$ cat config.mk
export PLATFORM = sky130hd
export DESIGN_NAME = txfifo_cmd_decoder
export DESIGN_NICKNAME = d
export VERILOG_FILES = /design/src/rtl/txc_pkg.sv /design/src/rtl/txc_cmd_reg.sv /design/src/rtl/txc_tmo_timer.sv /design/src/rtl/txfifo_cmd_decoder.sv
export SDC_FILE = /design/constraint.sdc
export NUM_CORES = 1
export LEC_CHECK = 0
export BUFFER_PORTS_ARGS = -buffer_cell sky130_fd_sc_hd__buf_2
export CAP_MARGIN = 20
export CORE_MARGIN = 2
export CORE_UTILIZATION = 49
export DETAILED_ROUTE_END_ITERATION = 7
export PLACE_DENSITY = 0.89
export SYNTH_ARGS = -nofsm -noshare
export SYNTH_HDL_FRONTEND = slang
export SYNTH_SLANG_ARGS = --single-unit
$ cat constraint.sdc
create_clock -name clk_i -period 1.7 [get_ports clk_i]
set_clock_uncertainty 0.05 [all_clocks]
set_input_delay 0.255 -clock clk_i [delete_from_list [all_inputs] [get_ports clk_i]]
set_output_delay 0.255 -clock clk_i [all_outputs]
set_load 0.005 [all_outputs]
$ cat src/rtl/txc_pkg.sv
package txc_pkg;
  localparam int ENTRY_W = 36;
  localparam int TAG_W   = 4;
  localparam int DATA_W  = 32;

  localparam logic [TAG_W-1:0] TAG_SOP = 4'h0;
  localparam logic [TAG_W-1:0] TAG_DAT = 4'h1;
  localparam logic [TAG_W-1:0] TAG_EOP = 4'hF;

  typedef enum logic [1:0] {
    RES_OK       = 2'b00,
    RES_UNDERRUN = 2'b01,
    RES_ERROR    = 2'b10
  } res_e;

  typedef struct packed {
    logic [6:0] addr;
    logic [3:0] ep;
    logic [1:0] speed;
    logic [1:0] ep_type;
    logic [1:0] toggle;
    logic [3:0] pid;
  } cmd_t;
endpackage

$ cat src/rtl/txc_cmd_reg.sv
module txc_cmd_reg
  import txc_pkg::*;
(
  input  logic               clk_i,
  input  logic               rst_ni,
  input  logic               load_i,
  input  logic [ENTRY_W-1:0] word_i,
  output cmd_t               cmd_o
);
  cmd_t dec;

  always_comb begin
    dec.addr    = word_i[22:16];
    dec.ep      = word_i[26:23]; // upper endpoint bits unused
    dec.speed   = word_i[9:8];
    dec.ep_type = word_i[7:6];
    dec.toggle  = word_i[5:4];
    dec.pid     = word_i[3:0];
  end

  always_ff @(posedge clk_i or negedge rst_ni) begin
    if (!rst_ni)     cmd_o <= '0;
    else if (load_i) cmd_o <= dec;
  end
endmodule

$ cat src/rtl/txc_tmo_timer.sv
module txc_tmo_timer #(
  parameter int LIMIT = 16
) (
  input  logic clk_i,
  input  logic rst_ni,
  input  logic run_i,
  output logic expired_o
);
  localparam int CW = (LIMIT > 1) ? $clog2(LIMIT) : 1;
  localparam logic [CW-1:0] LAST = CW'(LIMIT - 1);

  logic [CW-1:0] cnt_q;

  always_ff @(posedge clk_i or negedge rst_ni) begin
    if (!rst_ni)     cnt_q <= '0;
    else if (!run_i) cnt_q <= '0;
    else             cnt_q <= cnt_q + 1'b1;
  end

  assign expired_o = run_i && (cnt_q == LAST);
endmodule

$ cat src/rtl/txfifo_cmd_decoder.sv
module txfifo_cmd_decoder
  import txc_pkg::*;
#(
  parameter int TIMEOUT_CYC = 16
) (
  input  logic        clk_i,
  input  logic        rst_ni,
  input  logic        fifo_empty_i,
  input  logic [35:0] fifo_data_i,
  output logic        fifo_rd_o,
  input  logic        run_pkt_i,
  output logic        cmd_active_o,
  output logic [6:0]  cmd_addr_o,
  output logic [3:0]  cmd_ep_o,
  output logic [1:0]  cmd_speed_o,
  output logic [1:0]  cmd_type_o,
  output logic [1:0]  cmd_toggle_o,
  output logic [3:0]  cmd_pid_o,
  output logic        data_valid_o,
  output logic [31:0] data_o,
  output logic        bad_pkt_o,
  output logic        done_o,
  output logic [1:0]  done_code_o
);
  typedef enum logic [2:0] {S_IDLE, S_FETCH, S_DRAIN, S_TMO, S_PURGE} st_e;

  st_e             st_q, st_d;
  logic            rd, load, dv_d, bad_d, done_d, tmo_exp;
  res_e            code_d;
  logic [TAG_W-1:0] tag;
  logic            have;
  cmd_t            cmd;

  assign tag  = fifo_data_i[ENTRY_W-1 -: TAG_W];
  assign have = !fifo_empty_i;

  always_comb begin
    st_d   = st_q;
    rd     = 1'b0;
    load   = 1'b0;
    dv_d   = 1'b0;
    bad_d  = 1'b0;
    done_d = 1'b0;
    code_d = RES_OK;
    unique case (st_q)
      S_IDLE: if (run_pkt_i) st_d = S_FETCH;
      S_FETCH: if (have) begin
        rd = 1'b1;
        if (tag == TAG_SOP) begin
          load = 1'b1;
          st_d = S_DRAIN;
        end else begin
          done_d = 1'b1;
          code_d = RES_ERROR;
          st_d   = S_IDLE;
        end
      end
      S_DRAIN: begin
        if (!have) begin
          bad_d = 1'b1;
          st_d  = S_TMO;
        end else if (tag == TAG_DAT) begin
          rd   = 1'b1;
          dv_d = 1'b1;
        end else if (tag == TAG_EOP) begin
          rd     = 1'b1;
          done_d = 1'b1;
          st_d   = S_IDLE;
        end else begin
          rd     = (tag != TAG_SOP); // next command stays queued
          done_d = 1'b1;
          code_d = RES_ERROR;
          st_d   = S_IDLE;
        end
      end
      S_TMO: if (tmo_exp) st_d = S_PURGE;
      S_PURGE: begin
        if (!have || tag == TAG_SOP) begin
          done_d = 1'b1;
          code_d = RES_UNDERRUN;
          st_d   = S_IDLE;
        end else begin
          rd = 1'b1;
        end
      end
      default: st_d = S_IDLE;
    endcase
  end

  always_ff @(posedge clk_i or negedge rst_ni) begin
    if (!rst_ni) begin
      st_q         <= S_IDLE;
      data_valid_o <= 1'b0;
      data_o       <= '0;
      bad_pkt_o    <= 1'b0;
      done_o       <= 1'b0;
      done_code_o  <= RES_OK;
    end else begin
      st_q         <= st_d;
      data_valid_o <= dv_d;
      bad_pkt_o    <= bad_d;
      done_o       <= done_d;
      if (dv_d)   data_o      <= fifo_data_i[DATA_W-1:0];
      if (done_d) done_code_o <= code_d;
    end
  end

  txc_cmd_reg u_cmd (
    .clk_i  (clk_i),
    .rst_ni (rst_ni),
    .load_i (load),
    .word_i (fifo_data_i),
    .cmd_o  (cmd)
  );

  txc_tmo_timer #(.LIMIT(TIMEOUT_CYC)) u_tmo (
    .clk_i     (clk_i),
    .rst_ni    (rst_ni),
    .run_i     (st_q == S_TMO),
    .expired_o (tmo_exp)
  );

  assign fifo_rd_o    = rd;
  assign cmd_active_o = (st_q == S_DRAIN);
  assign cmd_addr_o   = cmd.addr;
  assign cmd_ep_o     = cmd.ep;
  assign cmd_speed_o  = cmd.speed;
  assign cmd_type_o   = cmd.ep_type;
  assign cmd_toggle_o = cmd.toggle;
  assign cmd_pid_o    = cmd.pid;

  a_r3_idle_no_read: assert property (@(posedge clk_i) disable iff (!rst_ni)
    (st_q == S_IDLE) |-> !fifo_rd_o);
  a_r11_no_read_empty: assert property (@(posedge clk_i) disable iff (!rst_ni)
    fifo_empty_i |-> !fifo_rd_o);
  a_r7_quiet_timeout: assert property (@(posedge clk_i) disable iff (!rst_ni)
    (st_q == S_TMO) |-> !fifo_rd_o);
  a_r7_bad_pulse: assert property (@(posedge clk_i) disable iff (!rst_ni)
    bad_pkt_o |=> !bad_pkt_o);
  a_r8_keep_sop: assert property (@(posedge clk_i) disable iff (!rst_ni)
    (st_q == S_PURGE && have && tag == TAG_SOP) |-> !fifo_rd_o);
  a_r9_single_done: assert property (@(posedge clk_i) disable iff (!rst_ni)
    done_o |=> !done_o);
  a_r6_cmd_held: assert property (@(posedge clk_i) disable iff (!rst_ni)
    (done_o && done_code_o == RES_ERROR && st_q == S_IDLE) |-> $stable(cmd));
endmodule

### Yosys cells after proc, flatten, opt, wreduce, memory -nomap -nowiden

Index checks and enable logic that the tools add are counted.

| storage, ports and cells | value |
|---|---|
| flip-flop bits (word level) | 65 |
| bits of input ports | 40 |
| logic and storage cells | 68 |

| cells by class | value |
|---|---|
| add/sub/neg operators | 1 |
| equality and inequality tests | 12 |
| multiplexer cells | 36 |
| reduce and logical (&&, ||, !) cells | 6 |

Operators by type and width:

| kind | number |
|---|---|
| $mux W1 | 19 |
| $mux W3 | 6 |
| $pmux W3 S5 | 1 |
| $mux W2 | 6 |
| $eq A4 B4 Y1 const B | 2 |
| $ne A2 B2 Y1 const B | 4 |
| $eq A3 B2 Y1 const B | 2 |
| $pmux W1 S3 | 2 |
| $pmux W2 S3 | 1 |
| $reduce_and A5 Y1 | 1 |
| $add A4 B1 Y4 const B | 1 |
| $eq A4 B1 Y1 const B | 1 |
| $logic_not A4 Y1 | 1 |
| $mux W4 | 1 |
| $reduce_bool A4 Y1 | 1 |
| $eq A3 B1 Y1 const B | 1 |
| $eq A3 B3 Y1 const B | 1 |
| $logic_not A3 Y1 | 1 |
| $ne A3 B3 Y1 const B | 1 |
| $logic_and A1 B1 Y1 | 1 |
| $logic_or A1 B1 Y1 | 1 |

### Logic depth before layout (Yosys ltp)

Gate-level depths: netlist of run 1.

| logic depth | value |
|---|---|
| depth after elaboration | 5 |
| mapped depth | 5 |
| depth with buffers taken out | 5 |

### Cells and area by module

From an unflattened synthesis of run 1, not the netlist that was laid out.

| unflattened totals | value |
|---|---|
| cells, all modules | 187 |
| area, all modules | 2894.0 um^2 |

Modules (own cells, without submodules):

| module | instances | cells an instance | area an instance (um^2) |
|---|---|---|---|
| txfifo_cmd_decoder | 1 | 129 | 1859.3 |
| txc_cmd_reg | 1 | 44 | 859.6 |
| txc_tmo_timer | 1 | 14 | 175.2 |

### Worst setup path after synthesis of run 1

No wires, ideal clock.

| path | value |
|---|---|
| kind | input -> register |
| from | in fifo_data_i[33] |
| to | reg u_cmd.cmd_o[0] in the netlist's numbering |
| library setup time | 0.125 ns |
| arrival | 1.275 ns |
| required time | 1.525 ns |
| path slack | 0.250 ns |
| cell stages on the path | 4 |
| buffers on the path | 1 |
| cells stage by stage | nor4_4 -> nand4_2 -> buf_6 -> mux2_4 |

| between the ends | value |
|---|---|
| longest elaborated chain between the ends | 4 |

Ends and longest elaborated chain:

| what | RTL line | source |
|---|---|---|
| from (decl) | txfifo_cmd_decoder.sv:9 | `input logic [35:0] fifo_data_i,` |
| $logic_not A4 Y1 | txfifo_cmd_decoder.sv:49 | `if (tag == TAG_SOP) begin` |
| $mux W1 | txfifo_cmd_decoder.sv:49 |  |
| $mux W1 | txfifo_cmd_decoder.sv:47 | `S_FETCH: if (have) begin` |
| $mux W1 | txfifo_cmd_decoder.sv:45 | `unique case (st_q)` |
| to (signal assigned) | txc_cmd_reg.sv:22 | `if (!rst_ni) cmd_o <= '0;` |
| to (signal assigned) | txc_cmd_reg.sv:23 | `else if (load_i) cmd_o <= dec;` |
| to (decl) | txc_cmd_reg.sv:8 | `output cmd_t cmd_o` |

Every way passes these cells.
A chain may end at the register's enable or synchronous reset.

### Final worst setup path of run 1

| path | value |
|---|---|
| from | reg st_q[2] |
| to | out fifo_rd_o |

| between the ends | value |
|---|---|
| longest elaborated chain between the ends | 2 |
| elaborated cells on any way between the ends | 4 |

Ends and longest elaborated chain:

| what | RTL line | source |
|---|---|---|
| from (decl) | txfifo_cmd_decoder.sv:27 | `st_e st_q, st_d;` |
| from (signal assigned) | txfifo_cmd_decoder.sv:99 | `st_q <= st_d;` |
| $eq A3 B3 Y1, or another cell as far along | txfifo_cmd_decoder.sv:45 |  |
| $pmux W1 S3 * | txfifo_cmd_decoder.sv:45 |  |
| to (decl) | txfifo_cmd_decoder.sv:10 | `output logic fifo_rd_o,` |

Mark *: on every way between the ends. The rest lies on a longest branch, timed or not.

==> flow_metrics.tcl, run 1 <==
set metrics [dict create \
    final-setup-viol-count 0 \
    ys.warnings.count 0 \
    timing.critical_path.fanout_max 5 \
    routed_via_density 4.987 \
    grt_antenna_before_repair 0 \
    drc_violation_count_after_routing 0 \
    numCtsBuffers 9 \
    setup.worst_path.class "reg -> out" \
    synth_top_cells_by_area "sky130_fd_sc_hd__dfrtp_1 60%, sky130_fd_sc_hd__mux2_2 14%, sky130_fd_sc_hd__mux2_4 11%" \
    avgSynthCellArea_um2 14.88 \
    fp.dieH_um 78.34 \
    buffer_ports.inserted 99 \
    timing.fmax_mhz 590.3 \
    final_hold_viol_count 0 \
    r2r_cells 5 \
    power.leakage_nw 2.065 \
    fp.dieW_um 78.34 \
    tritoncts_num_sinks 65 \
    placed_instance_count 353 \
    timing.max_cap.violations 0 \
    synth_nets 223 \
    gp_congestion 0.8482 \
    tritoncts "yes" \
    n_antenna_cell 0 \
    worst_pin_slew_ns 0.3463 \
    pre_cts_ws_ns 0.1173 \
    postRouteAntennaNets 0 \
    drive_gt1_share_pct 62.83 \
    vdd_drop_max_mv 0.6962 \
    multi_input_comb_area_um2 1026 \
    route.detailed.wl_per_inst_um 15.00 \
    layout_worst_path_cycle_share_pct 99.65 \
    grt_pass1_vias 1875 \
    crit_path_start_kind "flop" \
    drt-initial-drc-count 79 \
    post_synth_most_frequent_cells "65 x sky130_fd_sc_hd__dfrtp_1, 33 x sky130_fd_sc_hd__mux2_2, 20 x sky130_fd_sc_hd__mux2_4, 12 x sky130_fd_sc_hd__nor2_1, 5 x sky130_fd_sc_hd__inv_1" \
    worst_ep_required_time_ns 1.39 \
    worstPathArrival_ns 1.39 \
    final_area_um2 3621 \
    synthesis.area_um2 2708 \
    place.detailed.hpwl_mm 3.970 \
    effective_utilization_at_floorplan_pct 50.09 \
    finalMaxSlewViolations 0 \
    final_nets 340 \
    power-per-cell-area_nw_per_um2 1290 \
    layout_min_cycle_time_ns 1.694 \
    yosysSeqAreaShare_pct 60.07 \
    h-tree-depth 3 \
    vias 1875 \
    grt_setup_unrepaired "yes" \
    clk_root_buffer_cell "sky130_fd_sc_hd__clkbuf_8" \
    drt_wl_total_mm 5.640 \
    postSynth.asyncResetShare_pct 100.0 \
    seq_area_um2 1627 \
    grt_first_pass_wirelength_mm 8.949 \
    drtPass1Iterations 4 \
    worst_hold_path.num_cells 2 \
    cts.path.max_buffers 2 \
    core_area_um2 5405 \
    syn_inst 182 \
    largest_net_degree_at_the_start_of_global_routing 66 \
    holdCritPathClass "in -> reg" \
    io-pin-count 100 \
    clock_insertion_delay_worst_skew_ns 0.32 \
    area.growth.synth_to_final_pct 33.73 \
    fp-row-count 27 \
    fraction_of_synthesized_cell_area_taken_by_the_top_area_cell_type_pct 60.07 \
    stdcell_count 376 \
    synth.most_common_cell "sky130_fd_sc_hd__dfrtp_1" \
    grt_use_total_pct 19.25 \
    floorplan.die_area_um2 6136 \
    outcome "completed" \
    reg2reg_setup_slack_ns 0.10 \
    synth_edf_count 0 \
    synth_ff_type "sky130_fd_sc_hd__dfrtp_1" \
    slew-limit-headroom_pct 76.91 \
    yosysTopAreaCell "sky130_fd_sc_hd__dfrtp_1" \
    critPathCaptureType "primary output" \
    num-fill-cells 387 \
    post-route-worst-setup-slack_ns 0.005906 \
    instance_area_at_placement_um2 3344 \
    globalRoute.totalOverflow 0 \
    synth_cell_type_count 32 \
    synth_seq_cells 65 \
    clkSlewWorstSetupHoldPaths_ns 0.07 \
]
-- final timing paths --
check,to,start
max,fifo_rd_o,st_q[2]$_DFFE_PN0P_
min,data_o[14]$_DFFE_PN0P_,fifo_data_i[14]
max reg2reg,data_o[16]$_DFFE_PN0P_,st_q[2]$_DFFE_PN0P_
min reg2reg,u_tmo.cnt_q[0]$_DFF_PN0_,u_tmo.cnt_q[0]$_DFF_PN0_
max in group asynchronous,u_tmo.cnt_q[1]$_DFF_PN0_,rst_ni
min in group asynchronous,data_o[1]$_DFFE_PN0P_,rst_ni
-- routing by layer --
layer | vias to the layer above | part of all wire (%) | track usage (%)
li1 | 882 | - | -
met1 | 913 | 44 | 24.67
met2 | 70 | 49 | 31.98
met3 | 10 | 5.4 | 4.138
met4 | 0 | 1.4 | 7.895
met5 | - | 0 | 0
-- layout make-up --
class / count / area share (%)
clock inverters: 5 / 1.520
repair buffers: 115 / 18.31
flip-flops and latches: 65 / 44.92
inverters: 5 / 0.5183
multi-input cells: 103 / 28.33
well taps: 72 / 2.488
clock buffers: 11 / 3.905
-- layout by cell type (no fill, tap or decap), types with 2 or more instances in the layout --
cell	count
sky130_fd_sc_hd__buf_6	2
sky130_fd_sc_hd__nand3_1	3
sky130_fd_sc_hd__buf_4	10
sky130_fd_sc_hd__inv_1	5
sky130_fd_sc_hd__nor2_1	11
sky130_fd_sc_hd__buf_12	3
sky130_fd_sc_hd__nor3_1	2
sky130_fd_sc_hd__clkinv_2	2
sky130_fd_sc_hd__a211oi_1	3
sky130_fd_sc_hd__mux2_4	20
sky130_fd_sc_hd__dfrtp_1	65
sky130_fd_sc_hd__mux2i_1	2
sky130_fd_sc_hd__nand3b_1	2
sky130_fd_sc_hd__nand4_2	2
sky130_fd_sc_hd__mux2_2	33
sky130_fd_sc_hd__clkbuf_8	10
sky130_fd_sc_hd__o21ai_0	3
sky130_fd_sc_hd__a21oi_1	3
sky130_fd_sc_hd__clkinvlp_4	2
sky130_fd_sc_hd__buf_2	99
-- where the power goes --
part           internal (mW)  leakage [nW]  switching [mW]
combinational          0.787          1.10           0.501
clock                  0.712        0.0953           0.557
sequential              1.91         0.872           0.207
-- cell families (layout without fill, tap and decap cells) --
group	after synthesis	count (layout)	share of synthesized area, %
AND/OR/NAND/NOR	29	29	6.562
multiplexers	55	55	25.55
flip-flops	65	65	60.07
AO/OA/AOI/OAI	15	15	3.697
buffers and inverters	14	136	2.680
adder cells (fa/ha/maj)	1	1	0.4620
XOR/XNOR	3	3	0.9706
-- worst max-delay path, stage by stage (launching register included) --
cell and delay (ns):
sky130_fd_sc_hd__dfrtp_1 0.40, sky130_fd_sc_hd__buf_6 0.14, sky130_fd_sc_hd__xnor2_2 0.12, sky130_fd_sc_hd__nor3_2 0.15
sky130_fd_sc_hd__a21oi_1 0.05, sky130_fd_sc_hd__nor2_1 0.09, sky130_fd_sc_hd__buf_2 0.11
-- registers in the layout, summed over array words and instances, names as in the netlist --
signal and flops:
u_tmo.cnt_q 4, st_q 3, bad_pkt_o 1, data_valid_o 1
done_code_o 2, done_o 1, u_cmd.cmd_o 21, data_o 32
-- through the flow --
| step | setup TNS [ns] | power (mW) | util (%) | hold WS, ns |
|---|---|---|---|---|
| 3_3_place_gp | 0 | 3.309 | 61.88 | 0.2453 |
| 3_5_place_dp | 0 | 3.368 | 61.88 | 0.2485 |
| 4_1_cts | 0 | 4.675 | 65.97 | 0.08892 |
| 6_report | 0 | 4.672 | 66.99 | 0.1041 |
| 2_1_floorplan | 0 | 2.775 | - | -0.09059 |
| 5_1_grt | -0.1031 | 4.952 | 66.99 | 0.09275 |
-- repair_timing --
action | in CTS | in global routing
hold endpoints to repair | 65 | 0
setup buffers | 1 | 5
endpoints found under the setup margin | 1 | 53
gates resized for setup | 2 | 4
pin swaps | 0 | 2
hold buffers | 1 | 0
Note: power is estimated with default switching activity, not from simulation.
==> run 2, diff against run 1 <==
--- a/config.mk
+++ b/config.mk
@@ -8,9 +8,10 @@
 export BUFFER_PORTS_ARGS = -buffer_cell sky130_fd_sc_hd__buf_2
 export CAP_MARGIN = 20
 export CORE_MARGIN = 2
-export CORE_UTILIZATION = 49
+export CORE_UTILIZATION = 53
 export DETAILED_ROUTE_END_ITERATION = 7
-export PLACE_DENSITY = 0.89
+export PLACE_DENSITY = 0.95
+export SETUP_SLACK_MARGIN = 0.2
 export SYNTH_ARGS = -nofsm -noshare
 export SYNTH_HDL_FRONTEND = slang
 export SYNTH_SLANG_ARGS = --single-unit
==> constraint.sdc (replaced) <==
create_clock -name clk_i -period 2.1 [get_ports clk_i]
set_clock_uncertainty 0.05 [all_clocks]
set_input_delay 0.315 -clock clk_i [delete_from_list [all_inputs] [get_ports clk_i]]
set_output_delay 0.315 -clock clk_i [all_outputs]
set_load 0.005 [all_outputs]
==> run 2 against run 1 <==
Net effect:
- sequential cell count stayed put
- sequential share of layout area is 0.66 points higher
- wire length hardly changed
- sequential power is 18% lower
- worst hold slack better by 0.064 ns
- first-iteration DRC count is 20% higher
- clock-buffer cell count stayed put
- critical path depth stayed put
- register-to-register slack better by 0.41 ns
- clock power is 6% lower
- final area is 1.5% lower
- setup slack better by 0.31 ns
==> flow_metrics.tcl, run 2 (synthesis results as in run 1) <==
set metrics [dict create \
    timing.fmax_mhz 560.7 \
    globalRoute.totalOverflow 0 \
    place.detailed.hpwl_mm 3.941 \
    n_antenna_cell 0 \
    slew-limit-headroom_pct 77.54 \
    crit_path_start_kind "flop" \
    h-tree-depth 3 \
    route.detailed.wl_per_inst_um 15.38 \
    clkSlewWorstSetupHoldPaths_ns 0.07 \
    fp.dieW_um 75.48 \
    final_hold_viol_count 0 \
    core_area_um2 5010 \
    worstPathArrival_ns 1.42 \
    vdd_drop_max_mv 0.5620 \
    io-pin-count 100 \
    holdCritPathClass "in -> reg" \
    cts.path.max_buffers 2 \
    fin_total_pwr_mw 3.894 \
    worst_ep_required_time_ns 1.74 \
    gp_congestion 0.8356 \
    timing.max_cap.violations 0 \
    power-per-cell-area_nw_per_um2 1091 \
    timing.critical_path.fanout_max 11 \
    top_register_by_number_of_flip_flops "data_o" \
    drive_gt1_share_pct 60.94 \
    numCtsBuffers 9 \
    grt.met2_usage_pct 34.98 \
    setup.worst_path.class "reg -> out" \
    worst_pin_slew_ns 0.3370 \
    layout_common_cells "99 x sky130_fd_sc_hd__buf_2, 65 x sky130_fd_sc_hd__dfrtp_1, 33 x sky130_fd_sc_hd__mux2_2" \
    outcome "completed" \
    grt_pass1_vias 1811 \
    clock_insertion_delay_worst_skew_ns 0.33 \
    largest_reg_flops 32 \
    largestRegisters "data_o x32, u_cmd.cmd_o x21, u_tmo.cnt_q x4" \
    grt_use_met3_pct 4.497 \
    largest_net_degree_at_the_start_of_global_routing 66 \
    final_nets 333 \
    tns_ns 0 \
    grt_use_total_pct 20.60 \
    mostFrequentLayoutCell "sky130_fd_sc_hd__buf_2" \
    clk_root_buffer_cell "sky130_fd_sc_hd__clkbuf_8" \
    grt_first_pass_wirelength_mm 8.631 \
    power.leakage_nw 2.039 \
    fp-row-count 26 \
    finalMaxSlewViolations 0 \
    drt-initial-drc-count 95 \
    critPathCaptureType "primary output" \
    grt_setup_unrepaired "no" \
    drc_violation_count_after_routing 0 \
    floorplan.die_area_um2 5696 \
    tritoncts_num_sinks 65 \
    layout_min_cycle_time_ns 1.783 \
    cts_setup_buffers 0 \
    drtPass1Iterations 4 \
    effective_utilization_at_floorplan_pct 54.05 \
    grt_antenna_before_repair 0 \
    grt_busiest_layer "met2" \
    fp.dieH_um 75.48 \
    drt_wl_total_mm 5.644 \
    final-setup-viol-count 0 \
    gr-usage-met1_pct 25.63 \
    routed_via_density 5.057 \
    area.growth.synth_to_final_pct 31.79 \
    vias 1856 \
    postRouteAntennaNets 0 \
    layout_worst_path_cycle_share_pct 84.92 \
    buffer_ports.inserted 99 \
    tritoncts "yes" \
]
[run 2: changes by cell type in the layout (fill, tap and decap cells not counted), sizes merged]
cell	change
buf	-7
clkinvlp	-1
bufinv	+1
[run 2: final cells by class]
| class | instances | area [um2] |
|---|---|---|
| sequential | 65 | 1627 |
| clock buffer | 11 | 151.4 |
| multi-input combinational | 103 | 1008 |
| timing repair buffer | 108 | 598.1 |
| clock inverter | 5 | 77.57 |
| fill | 359 | 1441 |
| tap | 70 | 87.58 |
| inverter | 5 | 18.77 |
[run 2: layer usage]
| layer | part of all wire (%) | wire length, um | vias to the layer above |
|---|---|---|---|
| met1 | 42 | 2377 | 915 |
| met5 | 0 | 0 | - |
| li1 | - | - | 865 |
| met4 | 1.5 | 82 | 0 |
| met2 | 52 | 2911 | 65 |
| met3 | 4.8 | 273 | 11 |
[run 2: worst max-delay path: stages, from the launching register on]
cell	delay [ns]
sky130_fd_sc_hd__dfrtp_1	0.41
sky130_fd_sc_hd__buf_6	0.16
sky130_fd_sc_hd__xnor2_1	0.12
sky130_fd_sc_hd__nor3_1	0.16
sky130_fd_sc_hd__a21oi_1	0.06
sky130_fd_sc_hd__nor2_1	0.08
sky130_fd_sc_hd__buf_2	0.11
[run 2: path summary, 6_finish.rpt]
| check | from | to | slack [ns] | depth (start not counted) |
|---|---|---|---|---|
| worst min-delay path | fifo_data_i[13] | data_o[13]$_DFFE_PN0P_ | 0.17 | 2 |
| min in group asynchronous | rst_ni | u_cmd.cmd_o[9]$_DFFE_PN0P_ | 0.49 | 3 |
| max in group asynchronous | rst_ni | u_tmo.cnt_q[0]$_DFF_PN0_ | 1.24 | 3 |
| worst min register to register | u_tmo.cnt_q[0]$_DFF_PN0_ | u_tmo.cnt_q[0]$_DFF_PN0_ | 0.41 | 1 |
| worst max-delay path | st_q[1]$_DFFE_PN0P_ | fifo_rd_o | 0.32 | 6 |
| worst max register to register | st_q[2]$_DFFE_PN0P_ | u_cmd.cmd_o[6]$_DFFE_PN0P_ | 0.51 | 4 |
[run 2: report_power, final]
group | total, mW | leakage, nW | switching (mW) | internal (mW)
clock network | 1.19 | 0.115 | 0.460 | 0.729
registers | 1.72 | 0.872 | 0.171 | 1.54
logic | 0.990 | 1.05 | 0.388 | 0.602
[run 2: timing repair]
| action | in CTS | in global routing |
|---|---|---|
| endpoints found under the setup margin | 0 | 1 |
| resized for setup | 0 | 2 |
| endpoints found under the hold margin | 65 | 0 |
| hold buffers | 1 | 0 |
[run 2: per-stage QoR]
step | utilization, % | setup WS, ns | cells | hold WS (ns) | area (um2)
floorplan | - | 0.5900 | 182 | -0.03059 | 2708
global placement | 66.31 | 0.4741 | 350 | 0.3013 | 3322
detailed placement | 66.31 | 0.4333 | 350 | 0.3098 | 3322
CTS | 71.08 | 0.3040 | 367 | 0.1574 | 3561
global route | 71.23 | 0.2048 | 367 | 0.1569 | 3568
finish | 71.23 | 0.3166 | 367 | 0.1677 | 3568
==> run 3, diff against run 2 <==
--- a/config.mk
+++ b/config.mk
@@ -8,9 +8,9 @@
 export BUFFER_PORTS_ARGS = -buffer_cell sky130_fd_sc_hd__buf_2
 export CAP_MARGIN = 20
 export CORE_MARGIN = 2
-export CORE_UTILIZATION = 53
+export CORE_UTILIZATION = 44
 export DETAILED_ROUTE_END_ITERATION = 7
-export PLACE_DENSITY = 0.95
+export PLACE_DENSITY = 0.85
 export SETUP_SLACK_MARGIN = 0.2
 export SYNTH_ARGS = -nofsm -noshare
 export SYNTH_HDL_FRONTEND = slang
==> constraint.sdc (replaced) <==
create_clock -name clk_i -period 1.5 [get_ports clk_i]
set_clock_uncertainty 0.05 [all_clocks]
set_input_delay 0.225 -clock clk_i [delete_from_list [all_inputs] [get_ports clk_i]]
set_output_delay 0.225 -clock clk_i [all_outputs]
set_load 0.005 [all_outputs]
==> run 3 against run 2 <==
Net effect:
- the run now ends with setup timing left
- setup slack worse by 0.53 ns
- die area up 19%
- wire length up 9.6%
- combinational power up 70%
- register-to-register slack worse by 0.56 ns
- non-clock buffer count up 19
- clock-buffer cell count down 2
- worst hold slack worse by 0.092 ns
- critical path type unchanged
- largest power group unchanged
==> flow_metrics.tcl, run 3 (synthesis results as in run 1) <==
set metrics [dict create \
    outcome "complete, but fails checks" \
    failed_checks "setup timing" \
    timing.hold.worst.start "fifo_data_i[15]" \
    drt-initial-drc-count 55 \
    place.detailed.hpwl_mm 4.027 \
    grt_first_pass_wirelength_mm 8.997 \
    pre_cts_ws_ns -0.02224 \
    layout_min_cycle_time_ns 1.710 \
    effective_utilization_at_floorplan_pct 45.73 \
    core_area_um2 5921 \
    stdcell_count 390 \
    grt_use_total_pct 18.10 \
    worstPathCellList "buf_6 -> xnor2_2 -> nor3_2 -> a21oi_1 -> nor2_1 -> buf_2" \
    drt_wl_total_mm 6.184 \
    tritoncts "yes" \
    n_antenna_cell 0 \
    area.growth.synth_to_final_pct 43.11 \
    worstPathArrival_ns 1.43 \
    worst_pin_slew_ns 0.3388 \
    critPathCaptureType "primary output" \
    vias 1942 \
    cp_slowest_stage_delay_ns 0.40 \
    r2r-start "st_q[2]$_DFFE_PN0P_" \
    timing.fmax_mhz 584.9 \
    largest_reg_flops 32 \
    crit_path_start_kind "flop" \
    vdd_drop_max_mv 0.8074 \
    fp.dieH_um 82.45 \
    multi_input_comb_area_um2 1101 \
    placed_instance_count 360 \
    final_hold_viol_count 0 \
    globalRoute.totalOverflow 0 \
    drc_violation_count_after_routing 0 \
    clock_insertion_delay_worst_skew_ns 0.33 \
    drive_gt1_share_pct 67.94 \
    drtPass1Iterations 4 \
    power-per-cell-area_nw_per_um2 1505 \
    worst_hold_path.num_cells 2 \
    hold-path-endpoint "data_o[15]$_DFFE_PN0P_" \
    hold_ws_ns 0.07519 \
    buffer_ports.inserted 99 \
    layout_common_cells "99 x sky130_fd_sc_hd__buf_2, 64 x sky130_fd_sc_hd__dfrtp_1, 33 x sky130_fd_sc_hd__mux2_2" \
    clk_root_buffer_cell "sky130_fd_sc_hd__clkbuf_8" \
    postRouteAntennaNets 0 \
    io-pin-count 100 \
    floorplan.die_area_um2 6797 \
    timing.critical_path.fanout_max 6 \
    path_delay_family "flip-flops" \
    timing.max_cap.violations 0 \
    holdCritPathClass "in -> reg" \
    critical_path.slowest_cell "sky130_fd_sc_hd__dfrtp_1" \
    largestRegisters "data_o x32, u_cmd.cmd_o x21, u_tmo.cnt_q x4" \
    r2r_cells 5 \
    finalMaxSlewViolations 0 \
    grt_antenna_before_repair 0 \
    layout_worst_path_cycle_share_pct 114.0 \
    mostFrequentLayoutCell "sky130_fd_sc_hd__buf_2" \
    final-setup-viol-count 30 \
    h-tree-depth 3 \
    crit_buf_inv 2 \
    power.leakage_nw 2.163 \
    tritoncts_num_sinks 65 \
    grt_setup_unrepaired "yes" \
    numCtsBuffers 9 \
    final_nets 352 \
    cts.path.max_buffers 2 \
    num-fill-cells 441 \
    largest_net_degree_at_the_start_of_global_routing 66 \
    rr_endpoint "u_cmd.cmd_o[12]$_DFFE_PN0P_" \
    gp_congestion 0.7705 \
    fp.dieW_um 82.45 \
    routed_via_density 4.979 \
    worst_ep_required_time_ns 1.22 \
    clkSlewWorstSetupHoldPaths_ns 0.07 \
    post-route-worst-setup-slack_ns -0.2098 \
    fp-row-count 28 \
    reg2reg_setup_slack_ns -0.05 \
    slew-limit-headroom_pct 77.41 \
    fin_total_pwr_mw 5.831 \
    grt_pass1_vias 1880 \
    route.detailed.wl_per_inst_um 15.86 \
    seq_area_um2 1628 \
    top_register_by_number_of_flip_flops "data_o" \
    setup.worst_path.class "reg -> out" \
]
run 3: stage by stage:
step           area, um2  setup TNS [ns]  utilization, %
5_1_grt             3875          -4.207           65.45
3_5_place_dp        3401         -0.1010           57.44
3_3_place_gp        3401               0           57.44
2_1_floorplan       2751               0               -
4_1_cts             3745          -2.840           63.25
6_report            3875         -0.9501           65.45
run 3: power by group:
part | total, mW | internal (mW) | switching, mW
Clock | 1.75 | 1.09 | 0.657
Sequential | 2.40 | 2.16 | 0.238
Combinational | 1.68 | 1.03 | 0.650
run 3: what timing repair did:
item | CTS | global route
hold buffers | 1 | 0
gates resized for setup | 10 | 18
pin swaps | 1 | 9
setup endpoints to repair | 55 | 60
endpoints found under the hold margin | 65 | 0
cloned | 1 | 0
buffers inserted | 5 | 8
run 3: worst max path at each step:
stage / from / endpoint / slack [ns] / cells past startpoint
2_1_floorplan: fifo_data_i[34] / u_cmd.cmd_o[0]$_DFFE_PN0P_ / 0.08 / 4
3_3_place_gp: fifo_data_i[34] / u_cmd.cmd_o[11]$_DFFE_PN0P_ / 0.009 / 5
3_5_place_dp: fifo_data_i[34] / u_cmd.cmd_o[1]$_DFFE_PN0P_ / -0.02 / 5
4_1_cts: st_q[1]$_DFFE_PN0P_ / fifo_rd_o / -0.23 / 6
5_1_grt: st_q[2]$_DFFE_PN0P_ / fifo_rd_o / -0.35 / 6
6_report: st_q[2]$_DFFE_PN0P_ / fifo_rd_o / -0.21 / 6
run 3: per-layer routing:
metal,part of all wire [%],up-vias,track usage (%)
met2,51,75,29.84
met1,41,954,22.13
met5,0,-,0
met3,6.7,13,4.891
li1,-,900,-
met4,1.9,0,8.167
run 3: final cells by class:
type / count / share of cell area (%)
clock buffer: 9 / 3.197
clock inverter: 6 / 2.777
inverter: 5 / 0.4843
multi-input combinational: 103 / 28.41
sequential: 65 / 42.01
tap: 75 / 2.422
timing repair buffer: 127 / 20.70
